## src/rtl/uart_tx_brk_pkg.sv

```systemverilog
package uart_tx_brk_pkg;
    typedef enum logic [2:0] {
        ST_IDLE,
        ST_START,
        ST_DATA,
        ST_BREAK,
        ST_STOP
    } tx_state_t;

    typedef enum logic [1:0] {
        IRQ_ON_LOAD  = 2'b00,
        IRQ_ON_DONE  = 2'b01,
        IRQ_ON_DRAIN = 2'b10,
        IRQ_NONE     = 2'b11
    } irq_mode_t;
endpackage

```

## src/rtl/tx_fifo.sv

```systemverilog
module tx_fifo #(
    parameter int W     = 8,
    parameter int DEPTH = 4,
    localparam int AW   = (DEPTH > 1) ? $clog2(DEPTH) : 1,
    localparam int CW   = $clog2(DEPTH + 1)
) (
    input  logic          clk,
    input  logic          rst_n,
    input  logic          clr,
    input  logic          push,
    input  logic          pop,
    input  logic [W-1:0]  din,
    output logic [W-1:0]  dout,
    output logic [CW-1:0] count
);
    localparam logic [AW-1:0] PTR_LAST = AW'(DEPTH - 1);

    logic [W-1:0]  mem [DEPTH];
    logic [AW-1:0] rd_ptr, wr_ptr;

    always_ff @(posedge clk or negedge rst_n) begin
        if (!rst_n) begin
            rd_ptr <= '0;
            wr_ptr <= '0;
            count  <= '0;
        end else if (clr) begin
            rd_ptr <= '0;
            wr_ptr <= '0;
            count  <= '0;
        end else begin
            if (push) wr_ptr <= (wr_ptr == PTR_LAST) ? '0 : wr_ptr + 1'b1;
            if (pop)  rd_ptr <= (rd_ptr == PTR_LAST) ? '0 : rd_ptr + 1'b1;
            count <= count + CW'(push) - CW'(pop);
        end
    end

    for (genvar i = 0; i < DEPTH; i++) begin : g_slot
        always_ff @(posedge clk) begin
            if (push && !clr && wr_ptr == AW'(i)) mem[i] <= din;
        end
    end

    assign dout = mem[rd_ptr];
endmodule

```

## src/rtl/tx_frame_fsm.sv

```systemverilog
module tx_frame_fsm
    import uart_tx_brk_pkg::*;
#(
    parameter int W        = 8,
    parameter int OSR      = 16,
    parameter int BRK_BITS = 12,
    localparam int TW      = (OSR > 1) ? $clog2(OSR) : 1,
    localparam int BMAX    = (W > BRK_BITS) ? W : BRK_BITS,
    localparam int BW      = $clog2(BMAX + 1)
) (
    input  logic         clk,
    input  logic         rst_n,
    input  logic         en,
    input  logic         tick,
    input  logic         have_data,
    input  logic [W-1:0] din,
    input  logic         brk_pend,
    output logic         pop,
    output logic         frame_end,
    output logic         brk_frame,
    output logic         raw,
    output logic         idle
);
    localparam logic [TW-1:0] T_LAST   = TW'(OSR - 1);
    localparam logic [BW-1:0] D_LAST   = BW'(W - 1);
    localparam logic [BW-1:0] K_LAST   = BW'(BRK_BITS - 1);

    tx_state_t     state, nxt;
    logic [TW-1:0] tick_cnt;
    logic [BW-1:0] bit_cnt;
    logic [W-1:0]  shreg;
    logic          bit_last;
    logic          load;

    assign bit_last = tick && (tick_cnt == T_LAST);
    assign load     = en && (state == ST_IDLE) && (brk_pend || have_data);

    // next-state logic
    always_comb begin
        nxt = state;
        if (!en) begin
            nxt = ST_IDLE;
        end else begin
            unique case (state)
                ST_IDLE:  if (brk_pend || have_data) nxt = ST_START;
                ST_START: if (bit_last) nxt = brk_frame ? ST_BREAK : ST_DATA;
                ST_DATA:  if (bit_last && bit_cnt == D_LAST) nxt = ST_STOP;
                ST_BREAK: if (bit_last && bit_cnt == K_LAST) nxt = ST_STOP;
                ST_STOP:  if (bit_last) nxt = ST_IDLE;
                default:  nxt = ST_IDLE;
            endcase
        end
    end

    // state register
    always_ff @(posedge clk or negedge rst_n) begin
        if (!rst_n) state <= ST_IDLE;
        else        state <= nxt;
    end

    // datapath registers
    always_ff @(posedge clk or negedge rst_n) begin
        if (!rst_n) begin
            tick_cnt  <= '0;
            bit_cnt   <= '0;
            shreg     <= '0;
            brk_frame <= 1'b0;
        end else begin
            if (!en || state == ST_IDLE) tick_cnt <= '0;
            else if (tick)               tick_cnt <= bit_last ? '0 : tick_cnt + 1'b1;

            if (load) begin
                brk_frame <= brk_pend;
                if (!brk_pend) shreg <= din;
            end

            if (state == ST_START && bit_last) begin
                bit_cnt <= '0;
            end else if ((state == ST_DATA || state == ST_BREAK) && bit_last) begin
                bit_cnt <= bit_cnt + 1'b1;
            end

            if (state == ST_DATA && bit_last) shreg <= shreg >> 1;
        end
    end

    // outputs
    always_comb begin
        raw       = 1'b1;
        pop       = 1'b0;
        frame_end = 1'b0;
        idle      = 1'b0;
        unique case (state)
            ST_IDLE: begin
                idle = 1'b1;
                pop  = load && !brk_pend;
            end
            ST_START: raw = 1'b0;
            ST_DATA:  raw = shreg[0];
            ST_BREAK: raw = 1'b0;
            ST_STOP:  frame_end = en && bit_last;
            default:  raw = 1'b1;
        endcase
    end
endmodule

```

## src/rtl/uart_tx_brk.sv

```systemverilog
module uart_tx_brk
    import uart_tx_brk_pkg::*;
#(
    parameter int DATA_W   = 8,
    parameter int DEPTH    = 4,
    parameter int OSR      = 16,
    parameter int BRK_BITS = 12,
    localparam int CW      = $clog2(DEPTH + 1)
) (
    input  logic              clk,
    input  logic              rst_n,
    input  logic              tx_en,
    input  logic              wr_en,
    input  logic [DATA_W-1:0] wr_data,
    input  logic              brk_set,
    input  logic              inv_sel,
    input  logic              enc_on,
    input  logic [1:0]        irq_mode,
    input  logic              port_val,
    input  logic              baud_tick,
    output logic              tx_out,
    output logic              buf_full,
    output logic              sh_empty,
    output logic              brk_flag,
    output logic              irq
);
    logic [CW-1:0]     count, cnt_nxt;
    logic [DATA_W-1:0] head;
    logic              push, fifo_pop, frame_end, brk_frame, raw, fsm_idle;
    logic              brk_nxt, irq_d, idle_lvl;

    assign buf_full = (count == CW'(DEPTH));
    assign push     = tx_en && wr_en && !buf_full;

    tx_fifo #(.W(DATA_W), .DEPTH(DEPTH)) u_fifo (
        .clk   (clk),
        .rst_n (rst_n),
        .clr   (!tx_en),
        .push  (push),
        .pop   (fifo_pop),
        .din   (wr_data),
        .dout  (head),
        .count (count)
    );

    tx_frame_fsm #(.W(DATA_W), .OSR(OSR), .BRK_BITS(BRK_BITS)) u_fsm (
        .clk       (clk),
        .rst_n     (rst_n),
        .en        (tx_en),
        .tick      (baud_tick),
        .have_data (count != '0),
        .din       (head),
        .brk_pend  (brk_flag),
        .pop       (fifo_pop),
        .frame_end (frame_end),
        .brk_frame (brk_frame),
        .raw       (raw),
        .idle      (fsm_idle)
    );

    assign cnt_nxt = count + CW'(push) - CW'(fifo_pop);

    always_comb begin
        if (!tx_en)                      brk_nxt = 1'b0;
        else if (brk_set)                brk_nxt = 1'b1;
        else if (frame_end && brk_frame) brk_nxt = 1'b0;
        else                             brk_nxt = brk_flag;
    end

    always_comb begin
        irq_d = 1'b0;
        unique case (irq_mode_t'(irq_mode))
            IRQ_ON_LOAD:  irq_d = fifo_pop;
            IRQ_ON_DONE:  irq_d = frame_end && (cnt_nxt == '0) && !brk_nxt;
            IRQ_ON_DRAIN: irq_d = fifo_pop && (cnt_nxt == '0);
            IRQ_NONE:     irq_d = 1'b0;
            default:      irq_d = 1'b0;
        endcase
        if (!tx_en) irq_d = 1'b0;
    end

    always_ff @(posedge clk or negedge rst_n) begin
        if (!rst_n) begin
            brk_flag <= 1'b0;
            irq      <= 1'b0;
        end else begin
            brk_flag <= brk_nxt;
            irq      <= irq_d;
        end
    end

    assign sh_empty = fsm_idle && (count == '0) && !brk_flag;
    assign idle_lvl = enc_on ? inv_sel : !inv_sel;
    assign tx_out   = tx_en ? (raw ^ !idle_lvl) : port_val;
endmodule

```

## config.mk

```make
export PLATFORM = sky130hd
export DESIGN_NAME = uart_tx_brk
export DESIGN_NICKNAME = d
export VERILOG_FILES = /design/src/rtl/uart_tx_brk_pkg.sv /design/src/rtl/tx_fifo.sv /design/src/rtl/tx_frame_fsm.sv /design/src/rtl/uart_tx_brk.sv
export SDC_FILE = /design/constraint.sdc
export NUM_CORES = 1
export LEC_CHECK = 0
export ABC_AREA = 1
export BUFFER_PORTS_ARGS = -buffer_cell sky130_fd_sc_hd__buf_2
export CAP_MARGIN = 15
export CORE_ASPECT_RATIO = 1.5
export CORE_MARGIN = 2
export CORE_UTILIZATION = 45
export DETAILED_ROUTE_END_ITERATION = 7
export GPL_TIMING_DRIVEN = 0
export PLACE_DENSITY_LB_ADDON = 0.2
export SLEW_MARGIN = 20
export SYNTH_ARGS = -nofsm -noshare
export SYNTH_HDL_FRONTEND = slang
export SYNTH_SLANG_ARGS = --single-unit
```

## constraint.sdc

```tcl
create_clock -name clk -period 3.9 [get_ports clk]
set_input_delay 0.195 -clock clk [delete_from_list [all_inputs] [get_ports clk]]
set_output_delay 0.195 -clock clk [all_outputs]
set_load 0.02 [all_outputs]
```

==> flow_summary.json, run 1 <==
{
  "num_vias": 2072,
  "grt_pass1_wl_um": 9370,
  "cp_data_arrival_time_ns": 2.83,
  "synth_area_leader_cell": "edfxtp_1",
  "diodes": 0,
  "netlist_instances": 293,
  "rr_startpoint": "u_fsm.state[1]",
  "io_pins": 24,
  "cp_data_required_time_ns": 4.17,
  "final_nets": 356,
  "layout_commonest_cell": "nand2_1",
  "synth_area_sq_um": 2870,
  "route.detailed.drc": 0,
  "fin_tns_setup_ns": 0,
  "via_per_inst": 5.09,
  "cts.path.max_buffers": 2,
  "min_period_over_period_pct": 65.7,
  "synthXorXnorAreaFrac_pct": 1.83,
  "end_kind": "flip-flop",
  "cp-start-kind": "flip-flop",
  "post_cts_resized": 0,
  "syn-num-nets": 321,
  "min_to": "u_fifo.mem[2][6]",
  "core_area_sq_um": 6170,
  "clk_pin_slew_ns": 0.08,
  "layout-drive-gt1-share_pct": 16.2,
  "vdd_drop_max_mv": 0.372,
  "gp_congestion": 0.779,
  "antenna_found_initial": 0,
  "fin_skew_ns": 0.0118,
  "final_cell_mix": "55 x nand2_1, 38 x nor2_1, 35 x inv_1, 32 x edfxtp_1, 29 x dfrtp_1",
  "min_delay_path_depth": 1,
  "postCtsSetupBuffers": 0,
  "dpl_cell_area_sq_um": 3080,
  "grt_pass1_vias": 2087,
  "synth.area.mux_share_pct": 0,
  "cts.sinks": 61,
  "initial_core_util_pct": 46.4,
  "syn_area_per_cell_sq_um": 9.79,
  "overflow": 0,
  "wl_um": 5360,
  "die-area_sq_um": 7040,
  "cp-startpoint": "u_fsm.state[1]",
  "place.port_buffers": 23,
  "finalSetupViolations": 0,
  "max_cap_violations": 0,
  "fmax_mhz": 390,
  "synth_top_family_by_area": "simple AND/OR/NAND/NOR gates",
  "postLayoutCellArea_sq_um": 3310,
  "holdCritStartpoint": "wr_data[6]",
  "drt_iter0_drc": 65,
  "antenna_left": 0,
  "die_width_um": 69.2,
  "synth_cell_type_count": 33,
  "routedWlPerCell_um": 13.2,
  "ys_warn_count": 0,
  "crit_fanout": 6,
  "ctsHoldBuffers": 1,
  "r2r_slack_ns": 1.34,
  "reg2reg_depth": 14,
  "yosys-top-cells-area": "edfxtp_1 34%, dfrtp_1 25%, nand2_1 7.2%",
  "cts_root_buf": "clkbuf_8",
  "cts.htree.levels": 3,
  "synth-compound-area-share_pct": 9.73,
  "crit_type": "flip-flop to flip-flop",
  "hold_viol": 0,
  "synthSimpleGateAreaFrac_pct": 19.6,
  "reg2reg_to": "irq",
  "grt_setup_unrepaired": "false",
  "die_height_um": 102,
  "yosysTopAreaCellShare_pct": 33.5,
  "cts_buffers": 9,
  "dp_hpwl_um": 3730,
  "period_needed_ns": 2.56,
  "synth-seq-cells": 61,
  "maxSlewViolCount": 0,
  "clk_latency_ns": 0.34,
  "tightest_slew_ns": 0.823,
  "synthAdderAreaFrac_pct": 4.19,
  "grtUsageTotal_pct": 17.3,
  "power_density_nw_per_um2": 624,
  "synth.yosys.seq_area_share_pct": 58.8,
  "p_leak_nw": 1.46,
  "grt_max_degree": 30,
  "hold_path_class": "input port to flip-flop",
  "max-slew-margin-rel_pct": 45.0,
  "area_growth_pct": 15.3,
  "dr.pass1.iters": 4,
  "cts_tree": "done",
  "rows": 35,
  "outcome": "complete, no violations"
}
where the power goes:
group | internal (mW) | leakage, nW | switching (mW)
Sequential | 0.783 | 0.664 | 0.0741
Clock | 0.361 | 0.106 | 0.259
Combinational | 0.209 | 0.692 | 0.378
per-stage QoR:
step / worst slack, ns / util [%] / cells / hold slack [ns] / power [mW]
2_1_floorplan: 1.64 / - / 293 / -0.101 / 1.30
3_3_place_gp: 1.39 / 49.8 / 390 / 0.278 / 1.45
3_5_place_dp: 1.38 / 49.8 / 390 / 0.280 / 1.46
4_1_cts: 1.33 / 53.6 / 407 / 0.0561 / 2.09
5_1_grt: 1.11 / 53.6 / 407 / 0.0500 / 2.22
6_report: 1.34 / 53.6 / 407 / 0.0686 / 2.06
worst max-delay path, stage by stage (launching register included):
cell and delay, ns:
dfrtp_1 0.45, nor2_2 0.20, nand2_2 0.11, nor2_4 0.14, nand3_4 0.15, xor2_1 0.17, ha_1 0.16, inv_1 0.05
fa_1 0.50, inv_1 0.04, nor2_1 0.08, nand3_1 0.11, nor2_1 0.14, nor2_1 0.05, a21oi_1 0.14
cell families (layout without fill, tap and decap cells):
logic type                 after synthesis  in the layout
xor gates and xnor gates                 6              6
buffers and inverters                   42             82
AOI/OAI and AO/OA                       48             48
and+or+nand+nor                        127            127
DFF                                     61             61
adders and majority gates                9              9
flip-flops by register name (all words and copies together) (netlist names):
signal           count
u_fifo.count         3
u_fifo.mem          32
u_fsm.state          3
u_fsm.tick_cnt       4
u_fsm.bit_cnt        4
u_fsm.brk_frame      1
brk_flag             1
u_fifo.rd_ptr        2
u_fifo.wr_ptr        2
irq                  1
u_fsm.shreg          8
metal layers:
layer / GRT usage (%) / up-vias / share of wire (%)
met2: 30.9 / 36 / 51
met3: 3.58 / 15 / 3.5
met4: 10.3 / 0 / 2.7
li1: - / 1055 / -
met5: 0 / - / 0
met1: 18.9 / 966 / 43
how the worst max path moves through the flow:
stage | endpoint | cells after the start
after global routing | irq | 14
final | irq | 14
after global placement | irq | 14
after detailed placement | irq | 14
after CTS | irq | 14
after floorplan | irq | 14
cell usage after synthesis:
| cell type | instances |
|---|---|
| ha_1 | 8 |
| buf_2 | 3 |
| nand2_2 | 3 |
| o21ai_1 | 2 |
| o211ai_1 | 3 |
| o22ai_1 | 10 |
| o21ai_0 | 21 |
| clkinv_2 | 1 |
| nor4_1 | 1 |
| nand4_1 | 3 |
| nand2_4 | 1 |
| and2_1 | 1 |
| dfrtp_1 | 29 |
| xnor2_1 | 2 |
| a22o_1 | 3 |
| o31ai_1 | 1 |
| nand2_1 | 55 |
| nand3_4 | 1 |
| buf_4 | 1 |
| xor2_1 | 4 |
| edfxtp_1 | 32 |
| nor3_1 | 5 |
| fa_1 | 1 |
| inv_1 | 35 |
| a21oi_1 | 7 |
| a32o_1 | 1 |
| nor2_4 | 1 |
| nor2_2 | 1 |
| nand3_2 | 1 |
| nor3b_1 | 1 |
| nor2_1 | 38 |
| inv_2 | 2 |
| nand3_1 | 15 |
layout make-up:
type | instances | area, sq um
buffer | 4 | 22.5
inverter | 38 | 144
timing repair buffer | 24 | 125
clock inverter | 7 | 97.6
clock buffer | 9 | 124
tap | 74 | 92.6
fill | 580 | 2870
sequential | 61 | 1690
multi-input combinational | 190 | 1010
(Power assumes the default switching activity.)
==> run 2: changes to the inputs <==
==> constraint.sdc (replaced) <==
create_clock -name clk -period 2.25 [get_ports clk]
set_input_delay 0.1125 -clock clk [delete_from_list [all_inputs] [get_ports clk]]
set_output_delay 0.1125 -clock clk [all_outputs]
set_load 0.02 [all_outputs]
==> run 2 against run 1 <==
Effect of this change:
- the flow now finishes with violations (setup timing)
- routed wire length rose by 5.2%
- die area did not move
- sequential cell count did not move
- power rose by 74%
- cell area rose by 3.7%
- via count rose by 4.3%
- sequential share of layout area fell by 1.7 points
==> flow_summary.json, run 2 (synthesis results as in run 1) <==
{
  "cts_tree": "done",
  "overflow": 0,
  "drt_iter0_drc": 79,
  "layout_commonest_cell": "nand2_1",
  "p_total_mw": 3.60,
  "reg_top3": "u_fifo.mem x32, u_fsm.shreg x8",
  "cp_data_arrival_time_ns": 2.60,
  "area_growth_pct": 19.5,
  "min_to": "u_fsm.tick_cnt[1]",
  "outcome": "complete, but fails checks",
  "regArea_sq_um": 1690,
  "grt_max_degree": 30,
  "r2r_slack_ns": -0.07,
  "max-slew-margin-rel_pct": 44.9,
  "power_density_nw_per_um2": 1050,
  "finalWorstSetupSlack_ns": -0.0748,
  "grt_pass1_vias": 2211,
  "top_register": "u_fifo.mem",
  "dp_hpwl_um": 3820,
  "cts_buffers": 9,
  "place.port_buffers": 23,
  "die-area_sq_um": 7040,
  "postLayoutCellArea_sq_um": 3430,
  "num_vias": 2161,
  "violations": "setup timing",
  "tightest_slew_ns": 0.823,
  "vdd_drop_max_mv": 0.542,
  "fin_skew_ns": 0.00789,
  "initial_core_util_pct": 46.4,
  "hold_viol": 0,
  "grtUsageTotal_pct": 17.8,
  "finalSetupViolations": 1,
  "cts_root_buf": "clkbuf_8",
  "reg2reg_to": "irq",
  "hold_path_class": "input port to flip-flop",
  "period_needed_ns": 2.32,
  "rows": 35,
  "cp-start-kind": "flip-flop",
  "die_width_um": 69.2,
  "min_period_over_period_pct": 103,
  "wl_um": 5640,
  "rr_startpoint": "u_fsm.state[0]",
  "layout-drive-gt1-share_pct": 18.1,
  "max_cap_violations": 0,
  "cp_data_required_time_ns": 2.52,
  "crit_type": "flip-flop to flip-flop",
  "die_height_um": 102,
  "grt_setup_unrepaired": "true",
  "min_delay_path_depth": 3,
  "fmax_mhz": 430,
  "clk_pin_slew_ns": 0.08,
  "grt_pass1_wl_um": 9750,
  "antenna_left": 0,
  "route.detailed.drc": 0,
  "final_cell_mix": "55 x nand2_1, 38 x nor2_1, 35 x inv_1, 32 x edfxtp_1, 27 x dfrtp_1",
  "diodes": 0,
  "p_leak_nw": 1.52,
  "antenna_found_initial": 0,
  "dpl_cell_area_sq_um": 3080,
  "end_kind": "flip-flop",
  "multi_input_area_sq_um": 1020,
  "fill_cells": 547,
  "largest_reg_flops": 32,
  "via_per_inst": 5.12,
  "reg2reg_depth": 14,
  "maxSlewViolCount": 0,
  "cts.htree.levels": 3,
  "final_nets": 371,
  "crit_fanout": 5,
  "cts.path.max_buffers": 2,
  "dr.pass1.iters": 4,
  "gp_congestion": 0.734,
  "holdCritStartpoint": "baud_tick",
  "core_area_sq_um": 6170,
  "routedWlPerCell_um": 13.4,
  "clk_latency_ns": 0.34,
  "cts.sinks": 61,
  "io_pins": 24
}
-- run 2: cell types whose count changed in the layout (fill, tap and decap cells not counted), moves of 2 or more --
cell,previous run,this run
buf_4,1,8
dfrtp_1,29,27
dfrtp_2,0,2
dlygate4sd3_1,1,9
-- run 2: report_power, final --
part           total, mW  internal [mW]  switching [mW]  leakage, nW
clock              0.970          0.516           0.454        0.100
sequential          1.49           1.36           0.128        0.661
combinational       1.14          0.448           0.692        0.762
total               3.60           2.33            1.27         1.52
-- run 2: layout make-up --
cell class	count	area share, %
Clock inverter	7	2.15
Clock buffer	9	3.61
Sequential cell	61	49.3
Timing Repair Buffer	39	7.52
Multi-Input combinational cell	190	29.9
Buffer	4	0.657
Inverter	38	4.20
Tap cell	74	2.70
-- run 2: worst max path at each step --
stage | from | endpoint
CTS | u_fsm.state[1] | irq
global placement | u_fsm.state[1] | irq
global route | u_fsm.state[0] | irq
detailed placement | u_fsm.state[1] | irq
floorplan | u_fsm.state[0] | irq
finish | u_fsm.state[0] | irq
-- run 2: timing repair --
action                                  CTS  global route
hold endpoints to repair                 61             0
endpoints found under the setup margin    1             1
pin swaps                                 4             3
setup buffers                             4             3
gates resized for setup                   4             0
hold buffers                              9             0
-- run 2: through the flow --
step	setup WS, ns	setup TNS [ns]	util, %	std cells	hold slack (ns)
after detailed placement	-0.222	-0.222	49.8	390	0.196
after global placement	-0.219	-0.219	49.8	390	0.186
after CTS	-0.0813	-0.0813	55.2	419	0.0144
after floorplan	0.000728	0	-	293	-0.183
after global routing	-0.321	-0.321	55.5	422	0.0254
final	-0.0748	-0.0748	55.5	422	0.0260
-- run 2: critical path, cell delays in order (launching register included) --
cell,delay (ns)
dfrtp_2,0.45
nor2_4,0.15
nand2_4,0.08
nor2_4,0.11
nand3_4,0.09
xor2_1,0.15
ha_1,0.16
inv_1,0.05
fa_1,0.50
inv_1,0.04
nor2_1,0.08
nand3_1,0.10
nor2_1,0.11
nand2_1,0.06
a21oi_1,0.12
-- run 2: layer usage --
metal / global-route usage, % / part of all wire, % / up-vias
met1: 18.1 / 40 / 1020
li1: - / - / 1088
met3: 5.07 / 3.7 / 16
met5: 0 / 0 / -
met2: 33.2 / 53 / 37
met4: 8.90 / 3.1 / 0
